===== config.mk =====
export PLATFORM = sky130hd
export DESIGN_NAME = sflash_status_unit
export DESIGN_NICKNAME = d
export VERILOG_FILES = /design/src/rtl/sfs_pkg.sv /design/src/rtl/sfs_busy_ctrl.sv /design/src/rtl/sfs_wel.sv /design/src/rtl/sfs_bp_reg.sv /design/src/rtl/sflash_status_unit.sv
export SDC_FILE = /design/constraint.sdc
export NUM_CORES = 1
export LEC_CHECK = 0
export BUFFER_PORTS_ARGS = -buffer_cell sky130_fd_sc_hd__buf_4
export CAP_MARGIN = 20
export CORE_UTILIZATION = 47
export CTS_BUF_LIST = sky130_fd_sc_hd__clkbuf_4 sky130_fd_sc_hd__clkbuf_8 sky130_fd_sc_hd__clkbuf_16
export CTS_CLUSTER_DIAMETER = 120
export DETAILED_ROUTE_END_ITERATION = 10
export GPL_TIMING_DRIVEN = 0
export MAX_ROUTING_LAYER = met4
export PLACE_DENSITY = 0.86
export REMOVE_ABC_BUFFERS = 1
export SYNTH_ARGS = -nofsm -noshare
export SYNTH_HDL_FRONTEND = slang
export SYNTH_SLANG_ARGS = --single-unit

===== constraint.sdc =====
create_clock -name clk -period 3.5 [get_ports clk]
set_input_delay 0.175 -clock clk [delete_from_list [all_inputs] [get_ports clk]]
set_output_delay 0.175 -clock clk [all_outputs]
set_load 0.05 [all_outputs]

===== src/rtl/sfs_pkg.sv =====
package sfs_pkg;
  localparam int STAT_W   = 8;
  localparam int BIT_BUSY = 0;
  localparam int BIT_WEL  = 1;
  localparam int BIT_BP   = 2;
  localparam int BP_W     = 3;
  localparam int BIT_LOCK = 7;
  localparam logic [BP_W-1:0] BP_RESET = '1;

  typedef enum logic [1:0] {
    OP_PROG = 2'd0,
    OP_SECT = 2'd1,
    OP_BLK  = 2'd2,
    OP_CHIP = 2'd3
  } op_kind_e;
endpackage


===== src/rtl/sfs_busy_ctrl.sv =====
module sfs_busy_ctrl
  import sfs_pkg::*;
#(
  parameter int USE_TIMER = 1,
  parameter int PROG_CYC  = 8,
  parameter int SECT_CYC  = 16,
  parameter int BLK_CYC   = 24,
  parameter int CHIP_CYC  = 40
) (
  input  logic     clk,
  input  logic     rst,
  input  logic     start_i,
  input  op_kind_e kind_i,
  input  logic     done_i,
  output logic     busy_o,
  output logic     finish_o
);
  localparam int MAX_A   = (PROG_CYC > SECT_CYC) ? PROG_CYC : SECT_CYC;
  localparam int MAX_B   = (BLK_CYC > CHIP_CYC) ? BLK_CYC : CHIP_CYC;
  localparam int MAX_CYC = (MAX_A > MAX_B) ? MAX_A : MAX_B;
  localparam int CNT_W   = $clog2(MAX_CYC + 1);

  logic busy_q;
  logic tmr_hit;

  assign finish_o = busy_q & (done_i | tmr_hit);
  assign busy_o   = busy_q;

  always_ff @(posedge clk) begin
    if (rst)           busy_q <= 1'b0;
    else if (start_i)  busy_q <= 1'b1;
    else if (finish_o) busy_q <= 1'b0;
  end

  generate
    if (USE_TIMER != 0) begin : g_timer
      logic [CNT_W-1:0] cnt_q;
      logic [CNT_W-1:0] load_val;

      always_comb begin
        unique case (kind_i)
          OP_PROG: load_val = CNT_W'(PROG_CYC - 1);
          OP_SECT: load_val = CNT_W'(SECT_CYC - 1);
          OP_BLK:  load_val = CNT_W'(BLK_CYC - 1);
          default: load_val = CNT_W'(CHIP_CYC - 1);
        endcase
      end

      always_ff @(posedge clk) begin
        if (rst)                              cnt_q <= '0;
        else if (start_i)                     cnt_q <= load_val;
        else if (busy_q && cnt_q != '0)       cnt_q <= cnt_q - 1'b1;
      end

      assign tmr_hit = (cnt_q == '0);


      tmr_step_chk: assert property (@(posedge clk) disable iff (rst)
        (busy_q && !finish_o) |=> (busy_q && cnt_q == $past(cnt_q) - 1'b1));
    end else begin : g_no_timer
      assign tmr_hit = 1'b0;
    end
  endgenerate


  start_busy_chk: assert property (@(posedge clk) disable iff (rst)
    start_i |=> busy_q);
endmodule


===== src/rtl/sfs_wel.sv =====
module sfs_wel (
  input  logic clk,
  input  logic rst,
  input  logic wren_ok_i,
  input  logic wrdi_ok_i,
  input  logic wrsr_ok_i,
  input  logic finish_i,
  input  logic busy_i,
  output logic wel_o
);
  logic wel_q;

  always_ff @(posedge clk) begin
    if (rst)                                   wel_q <= 1'b0;
    else if (finish_i || wrdi_ok_i || wrsr_ok_i) wel_q <= 1'b0;
    else if (wren_ok_i)                        wel_q <= 1'b1;
  end

  assign wel_o = wel_q;


  wel_set_chk: assert property (@(posedge clk) disable iff (rst)
    (wren_ok_i && !finish_i) |=> wel_q);


  wel_clr_chk: assert property (@(posedge clk) disable iff (rst)
    finish_i |=> !wel_q);


  wel_hold_chk: assert property (@(posedge clk) disable iff (rst)
    (busy_i && !finish_i) |=> $stable(wel_q));
endmodule


===== src/rtl/sfs_bp_reg.sv =====
module sfs_bp_reg
  import sfs_pkg::*;
(
  input  logic            clk,
  input  logic            rst,
  input  logic            wrsr_ok_i,
  input  logic [BP_W-1:0] bp_d_i,
  input  logic            lock_d_i,
  input  logic            busy_i,
  output logic [BP_W-1:0] bp_o,
  output logic            lock_o
);
  logic [BP_W-1:0] bp_q;
  logic            lock_q;

  always_ff @(posedge clk) begin
    if (rst) begin
      bp_q   <= BP_RESET;
      lock_q <= 1'b0;
    end else if (wrsr_ok_i) begin
      lock_q <= lock_d_i;
      if (!lock_q) bp_q <= bp_d_i;
    end
  end

  assign bp_o   = bp_q;
  assign lock_o = lock_q;


  bp_lock_chk: assert property (@(posedge clk) disable iff (rst)
    (wrsr_ok_i && lock_q) |=> $stable(bp_q));


  bp_busy_chk: assert property (@(posedge clk) disable iff (rst)
    busy_i |=> ($stable(bp_q) && $stable(lock_q)));
endmodule


===== src/rtl/sflash_status_unit.sv =====
module sflash_status_unit
  import sfs_pkg::*;
#(
  parameter int USE_TIMER = 1,
  parameter int PROG_CYC  = 8,
  parameter int SECT_CYC  = 16,
  parameter int BLK_CYC   = 24,
  parameter int CHIP_CYC  = 40
) (
  input  logic              clk,
  input  logic              rst,
  input  logic              cmd_wren,
  input  logic              cmd_wrdi,
  input  logic              cmd_wrsr,
  input  logic [STAT_W-1:0] wrsr_data,
  input  logic              cmd_prog,
  input  logic              cmd_sect_erase,
  input  logic              cmd_blk_erase,
  input  logic              cmd_chip_erase,
  input  logic              op_done,
  output logic [STAT_W-1:0] status_o,
  output logic              busy_o,
  output logic              write_allowed_o,
  output logic [BP_W-1:0]   bp_level_o,
  output logic              bp_lock_o
);
  logic            busy, finish, wel, lock;
  logic [BP_W-1:0] bp;
  logic            idle, any_start, start_ok;
  logic            wren_ok, wrdi_ok, wrsr_ok;
  op_kind_e        kind;

  assign idle      = ~busy;
  assign any_start = cmd_prog | cmd_sect_erase | cmd_blk_erase | cmd_chip_erase;
  assign start_ok  = any_start & idle & wel;
  assign wren_ok   = cmd_wren & idle;
  assign wrdi_ok   = cmd_wrdi & idle;
  assign wrsr_ok   = cmd_wrsr & idle & wel;

  always_comb begin
    if (cmd_prog)            kind = OP_PROG;
    else if (cmd_sect_erase) kind = OP_SECT;
    else if (cmd_blk_erase)  kind = OP_BLK;
    else                     kind = OP_CHIP;
  end

  sfs_busy_ctrl #(
    .USE_TIMER (USE_TIMER),
    .PROG_CYC  (PROG_CYC),
    .SECT_CYC  (SECT_CYC),
    .BLK_CYC   (BLK_CYC),
    .CHIP_CYC  (CHIP_CYC)
  ) u_busy (
    .clk      (clk),
    .rst      (rst),
    .start_i  (start_ok),
    .kind_i   (kind),
    .done_i   (op_done),
    .busy_o   (busy),
    .finish_o (finish)
  );

  sfs_wel u_wel (
    .clk       (clk),
    .rst       (rst),
    .wren_ok_i (wren_ok),
    .wrdi_ok_i (wrdi_ok),
    .wrsr_ok_i (wrsr_ok),
    .finish_i  (finish),
    .busy_i    (busy),
    .wel_o     (wel)
  );

  sfs_bp_reg u_bp (
    .clk       (clk),
    .rst       (rst),
    .wrsr_ok_i (wrsr_ok),
    .bp_d_i    (wrsr_data[BIT_BP +: BP_W]),
    .lock_d_i  (wrsr_data[BIT_LOCK]),
    .busy_i    (busy),
    .bp_o      (bp),
    .lock_o    (lock)
  );

  always_comb begin
    status_o           = '0;
    status_o[BIT_BUSY] = busy;
    status_o[BIT_WEL]  = wel;
    status_o[BIT_BP +: BP_W] = bp;
    status_o[BIT_LOCK] = lock;
  end

  assign busy_o          = busy;
  assign write_allowed_o = wel & idle;
  assign bp_level_o      = bp;
  assign bp_lock_o       = lock;


  no_wel_start_chk: assert property (@(posedge clk) disable iff (rst)
    (any_start && !busy_o && !status_o[BIT_WEL]) |=> !busy_o);


  idle_done_chk: assert property (@(posedge clk) disable iff (rst)
    (op_done && !busy_o && !any_start) |=> !busy_o);
endmodule


==> results.md, run 1 <==
* Post-cts gate resize count at 0
* First-pass GRT wire length at 2007 µm
* Worst VDD drop at 0.0002272 V
* Worst Hold Depth at 2
* Area Growth Syn to Fin at 23.99%
* GRT overflow at 0
* Area leader, netlist: dfxtp_1
* Max_cap viols at 0
* Initial DRC Count at 25
* Minimum clock period at 1761 ps
* Setup slack after layout at 1739 ps
* Maximum clock insertion buffer count at 2
* Vias per inst at 5.613
* Warnings from Yosys at 0
* Synthesized flop and latch total at 12
* Dpl hpwl at 1081 µm
* Final Util at 63.51%
* Routability cong. at 0.7765
* Ys async rst share at 0%
* Core Rows at 13
* Critical Path RT at 3690 ps
* Diodes inserted at 0
* Share of the synthesized area in the top cell type at 35.16%
* Final Hold Vio Count at 0
* RSZ-0062 raised after global routing: no
* Main synth FF type: dfxtp_1
* Max Slew Vio Count at 0
* Gate Count Post-Synth at 77
* TNS Setup at 0 ps
* CP cell instances: inv_1 > ha_1 > nor2b_1 > a21boi_1 > nand4_1 > a311oi_1
* Worst Skew at 2.274 ps
* Die footprint at 1610 µm²
* Status: completed
* Postcts setup bufs at 0
* Clk_lat worst skew at 270 ps
* PwrDens at 396.2 nW/µm²
* Fin area at 847.1 µm²
* Mapped Avg Cell Area at 8.872 µm²
* CP max FO at 7
* R2R cell count at 6
* Cell with the most instances after synthesis: dfxtp_1
* RR Startpoint: u_busy.g_timer.cnt_q[0]
* Die X at 40.13 µm
* Pre-Repair DR Iteration Count at 5
* WHS Endpoint: u_bp.bp_o[1]
* IO Pins at 32
* Drt drc at 0
* Slowest stage delay, CP at 460 ps
* Placement Cell Area at 824.5 µm²
* Remaining antenna violation count at 0
* Hold_buf cts at 0
* Overall routed net length at 1435 µm
* Final period util at 50.31%
* Setup-failing EPs final at 0
* Vias in the first global route at 484
* Slew HR at 64.84%
* Slowest CP cell: a21boi_1
* Count of unique library cells instantiated by Yosys at 31
* Achievable clock frequency at 0.5679 GHz
* Worst-margin pin slew at 526.3 ps
* Crit end category: register
* Initial antenna violation count at 0
* Synth top cells by count: dfxtp_1 (12), buf_4 (8), a21oi_1 (6), nor2b_1 (5), nor3_1 (5)
* H-tree Lvls at 1
* Startpoint types: register
* Sequential fraction of the synthesis area at 35.16%
* WS Path Type: register to register
* Leak pwr at 0.0003459 µW
* Clk pin slew, worst setup/hold paths at 70 ps
* WL/cell at 12.93 µm
* Setup slack, reg-to-reg at 1740 ps
* Hold Crit Class: input pin to register
* CTS Buf Count at 3
* Synth top area cells: dfxtp_1 (35%), buf_4 (8.8%), a211o_1 (5.1%)
* Post-synth EDFFs at 0
* All-Layer GR Usage at 19.88%
* Net total in the final layout at 118
* Total clock sinks at 12
* Hold_sp: wrsr_data[3]
* Synth Cell Area at 683.2 µm²
* CORE AREA at 1334 µm²
* Dpl ws at 1777 ps
* Root Driver: clkbuf_4
* Initial Utilization at 51.22%
* Largest net degree at the start of global routing at 13
* Die height at 40.13 µm
* Layout cells sized above 1 at 35.42%
* Vias at 623
* IO buf count at 25
* RR Endpoint: u_busy.g_timer.cnt_q[3]
* CTS tree: yes
* CP arrival at 1950 ps
-- stage by stage --
stage | cells | power, µW | hold WS, ps
2_1_floorplan | 68 | 220.6 | 244.1
3_3_place_gp | 108 | 250.4 | 377.4
3_5_place_dp | 108 | 252.4 | 380.2
4_1_cts | 111 | 338.0 | 94.82
5_1_grt | 111 | 352.0 | 90.76
6_report | 111 | 335.6 | 101.7
-- how the worst max path moves through the flow --
stage          cells after the start                      end                    start  slack [ps]
2_1_floorplan                      4             u_bp.bp_o[0]            u_busy.busy_o         940
3_3_place_gp                       6  u_busy.g_timer.cnt_q[3]  u_busy.g_timer.cnt_q[0]        1800
3_5_place_dp                       6  u_busy.g_timer.cnt_q[3]  u_busy.g_timer.cnt_q[0]        1780
4_1_cts                            6  u_busy.g_timer.cnt_q[3]  u_busy.g_timer.cnt_q[0]        1750
5_1_grt                            6  u_busy.g_timer.cnt_q[3]  u_busy.g_timer.cnt_q[0]        1580
6_report                           6  u_busy.g_timer.cnt_q[3]  u_busy.g_timer.cnt_q[0]        1740
-- cell usage in the layout (no fill, tap or decap), types with 3 or more instances in the layout --
| cell | count |
|---|---|
| a211o_1 | 4 |
| a21oi_1 | 6 |
| dfxtp_1 | 12 |
| nor2b_1 | 5 |
| a211oi_1 | 3 |
| clkbuf_4 | 3 |
| buf_4 | 25 |
| nor3_1 | 5 |
| inv_1 | 3 |
| nand2_1 | 3 |
| nor2_1 | 3 |
-- critical path, delay by kind of cell (launching register included) --
kind	cells	cell delay, ps
flops	1	380
buf+inv	1	90
simple gates	2	330
compound gates	2	670
fa+ha+maj	1	200
-- flip-flops by register name (all words and copies together) (netlist names) --
signal                count
u_busy.busy_o             1
u_bp.bp_o                 3
u_busy.g_timer.cnt_q      6
u_bp.lock_o               1
u_wel.wel_o               1
-- layer usage --
| metal | GRT usage [%] | vias up | routed length [µm] |
|---|---|---|---|
| li1 | - | 316 | - |
| met1 | 26.35 | 285 | 652 |
| met2 | 26.21 | 22 | 683 |
| met3 | 6.667 | 0 | 99 |
| met4 | 10.34 | 0 | 0 |
| met5 | - | - | 0 |
-- area by class of cell --
type | count | area (µm²)
multi-input combinational | 53 | 366.6
inverter | 3 | 11.26
timing repair buffer | 25 | 187.7
tap | 15 | 18.77
fill | 127 | 486.7
sequential | 12 | 240.2
clock buffer | 3 | 22.52
-- report_power, final --
| part | leakage (µW) | switching (µW) | internal [µW] | total [µW] |
|---|---|---|---|---|
| sequential | 0.0000979 | 8.59 | 145 | 154 |
| clock | 0.0000138 | 46.2 | 39.8 | 86.0 |
| combinational | 0.000234 | 56.5 | 39.3 | 95.8 |
-- cell families after synthesis --
| logic type | share of synthesized area, % |
|---|---|
| AOI/OAI and AO/OA | 26.56 |
| adders and majority gates | 3.662 |
| buffers and inverters | 11.72 |
| DFF | 35.16 |
| other | 0.5489 |
| and+or+nand+nor | 22.34 |
No activity file was read; power rests on OpenSTA's default activity.
==> inputs of run 2 (changes only) <==
--- a/config.mk
+++ b/config.mk
@@ -5,15 +5,16 @@
 export SDC_FILE = /design/constraint.sdc
 export NUM_CORES = 1
 export LEC_CHECK = 0
+export ABC_AREA = 1
 export BUFFER_PORTS_ARGS = -buffer_cell sky130_fd_sc_hd__buf_4
 export CAP_MARGIN = 20
-export CORE_UTILIZATION = 47
+export CORE_UTILIZATION = 42
 export CTS_BUF_LIST = sky130_fd_sc_hd__clkbuf_4 sky130_fd_sc_hd__clkbuf_8 sky130_fd_sc_hd__clkbuf_16
 export CTS_CLUSTER_DIAMETER = 120
 export DETAILED_ROUTE_END_ITERATION = 10
 export GPL_TIMING_DRIVEN = 0
 export MAX_ROUTING_LAYER = met4
-export PLACE_DENSITY = 0.86
+export PLACE_DENSITY = 0.79
 export REMOVE_ABC_BUFFERS = 1
 export SYNTH_ARGS = -nofsm -noshare
 export SYNTH_HDL_FRONTEND = slang
==> constraint.sdc (replaced) <==
create_clock -name clk -period 1.4 [get_ports clk]
set_input_delay 0.07 -clock clk [delete_from_list [all_inputs] [get_ports clk]]
set_output_delay 0.07 -clock clk [all_outputs]
set_load 0.05 [all_outputs]
==> results.md, run 2 <==
* Gate Count Post-Synth at 121
* Cell with the most instances after synthesis: nand2_1
* Clk_lat worst skew at 270 ps
* Most common cell after layout, fill and taps aside: nand2_1
* Dpl hpwl at 1332 µm
* RSZ-0062 raised after global routing: no
* Buf/Inv on CP at 1
* Largest register FFs at 6
* Slowest CP cell: dfxtp_1
* Layout cells sized above 1 at 29.17%
* Die height at 45.39 µm
* Root Driver: clkbuf_4
* Maximum clock insertion buffer count at 2
* Net total in the final layout at 166
* CP max FO at 6
* Critical Path RT at 1560 ps
* Fin area at 1002 µm²
* Achievable clock frequency at 0.7738 GHz
* Largest net degree at the start of global routing at 9
* IO buf count at 25
* Multi-input logic area at 440.4 µm²
* Initial Utilization at 45.30%
* Leak pwr at 0.0005290 µW
* Sequential fraction of the synthesis area at 30.38%
* CP top delay family: simple AND/OR/NAND/NOR gates
* Final period util at 92.31%
* Synth top area cells: dfxtp_1 (30%), nand2_1 (14%), nand3_1 (9.5%)
* Vias in the first global route at 764
* Core Rows at 15
* Register Area at 241.5 µm²
* CTS tree: yes
* Ys async rst share at 0%
* IO Pins at 32
* Status: completed
* Total chip power at 964.8 µW
* Setup-failing EPs final at 0
* WS Path Type: register to register
* Count of unique library cells instantiated by Yosys at 21
* Post-synth EDFFs at 0
* Most used cell, CP: nand2_4
* Max Slew Vio Count at 0
* CORE AREA at 1745 µm²
* FILL cells at 172
* Warnings from Yosys at 0
* Initial DRC Count at 14
* Diodes inserted at 0
* Initial antenna violation count at 0
* Final Hold Vio Count at 0
* CP cell instances: inv_1 > ha_1 > nand3_4 > nand2_4 > nand2_4 > nand2_1 > nor2_1 > nor2_2
* All-Layer GR Usage at 20.49%
* H-tree Lvls at 1
* Share of the synthesized area in the top cell type at 30.38%
* Synth top cells by count: nand2_1 (29), nor2_1 (18), nand3_1 (15), dfxtp_1 (12), inv_1 (11)
* Postcts setup bufs at 0
* Main synth FF type: dfxtp_1
* CP arrival at 1450 ps
* PwrDens at 962.7 nW/µm²
* Leading cell types in the layout, fill and taps excluded: nand2_1 (29), buf_4 (25), nor2_1 (18)
* Vias per inst at 4.793
* Overall routed net length at 1709 µm
* WL/cell at 10.11 µm
* Startpoint types: register
* Hold_ws at 10.53 ps
* Worst VDD drop at 0.0006885 V
* CTS Buf Count at 3
* Routability cong. at 0.8074
* Biggest register: u_busy.g_timer.cnt_q
* Dpl ws at 87.16 ps
* Max_cap viols at 0
* Area Growth Syn to Fin at 26.74%
* Remaining antenna violation count at 0
* Die X at 45.39 µm
* Hold Crit Class: input pin to register
* Clk pin slew, worst setup/hold paths at 70 ps
* Vias at 810
* Mapped Avg Cell Area at 6.535 µm²
* Placement Cell Area at 953.4 µm²
* First-pass GRT wire length at 2987 µm
* Minimum clock period at 1292 ps
* Total clock sinks at 12
* Area leader, netlist: dfxtp_1
* Worst Skew at 7.536 ps
* Crit end category: register
* Slowest stage delay, CP at 340 ps
* Synthesized flop and latch total at 12
* Die footprint at 2060 µm²
* Drt drc at 0
* Pre-Repair DR Iteration Count at 3
* Setup slack after layout at 107.6 ps
* GRT overflow at 0
* Synth Cell Area at 790.8 µm²
## run 2: cell count changes in the layout (fill, tap and decap cells not counted), sizes merged, moves of 4 or more
cell / before / now
nor2: 3 / 20
nand3: 2 / 16
inv: 3 / 15
nor3: 5 / 1
nor2b: 5 / 0
a211oi: 4 / 0
a211o: 4 / 0
nand2: 3 / 35
## run 2: logic make-up after synthesis
family          share of synthesized area (%)
fa+ha+maj                               3.164
simple gates                            44.78
flops                                   30.38
other cells                            0.4742
buf+inv                                 15.03
xor+xnor                                1.108
compound gates                          5.062
## run 2: power by group
part           internal, µW  total (µW)  switching, µW
Sequential              367         393           26.5
Clock                  99.3         207            108
Combinational           136         365            229
## run 2: worst paths after layout
check	from	end	slack [ps]	cells after the start
worst min register to register	u_bp.lock_o	u_bp.lock_o	500	2
worst min-delay path	wrsr_data[2]	u_bp.bp_o[0]	10	3
worst max-delay path	u_busy.g_timer.cnt_q[0]	u_busy.g_timer.cnt_q[4]	110	8
worst max register to register	u_busy.g_timer.cnt_q[0]	u_busy.g_timer.cnt_q[4]	110	8
## run 2: cell type report
cell class | count | share of cell area [%]
clock buffers | 3 | 2.247
repair buffers | 27 | 20.72
flip-flops and latches | 12 | 24.09
multi-input cells | 87 | 43.95
inverters | 15 | 5.868
well taps | 25 | 3.121
## run 2: timing repair
action / in CTS / in global routing
hold buffers: 2 / 0
resized for setup: 0 / 2
endpoints found under the hold margin: 3 / 0
endpoints found under the setup margin: 0 / 3
## run 2: stage by stage
step / setup TNS, ps / std cells / utilization [%]
floorplan: -5025 / 114 / -
global placement: 0 / 164 / 54.62
detailed placement: 0 / 164 / 54.62
CTS: 0 / 169 / 57.06
global route: 0 / 169 / 57.42
finish: 0 / 169 / 57.42
## run 2: metal layers
metal / share of wire, % / wire [µm] / track usage, %
met1: 43 / 735 / 23.23
met3: 4.0 / 69 / 2.381
met4: 0.59 / 10 / 10.91
met5: 0 / 0 / -
met2: 52 / 894 / 34.86
## run 2: tightest hold or removal path: cells and delay by family
kind          cells  cell delay (ps)
buf+inv           1               80
simple gates      2               90
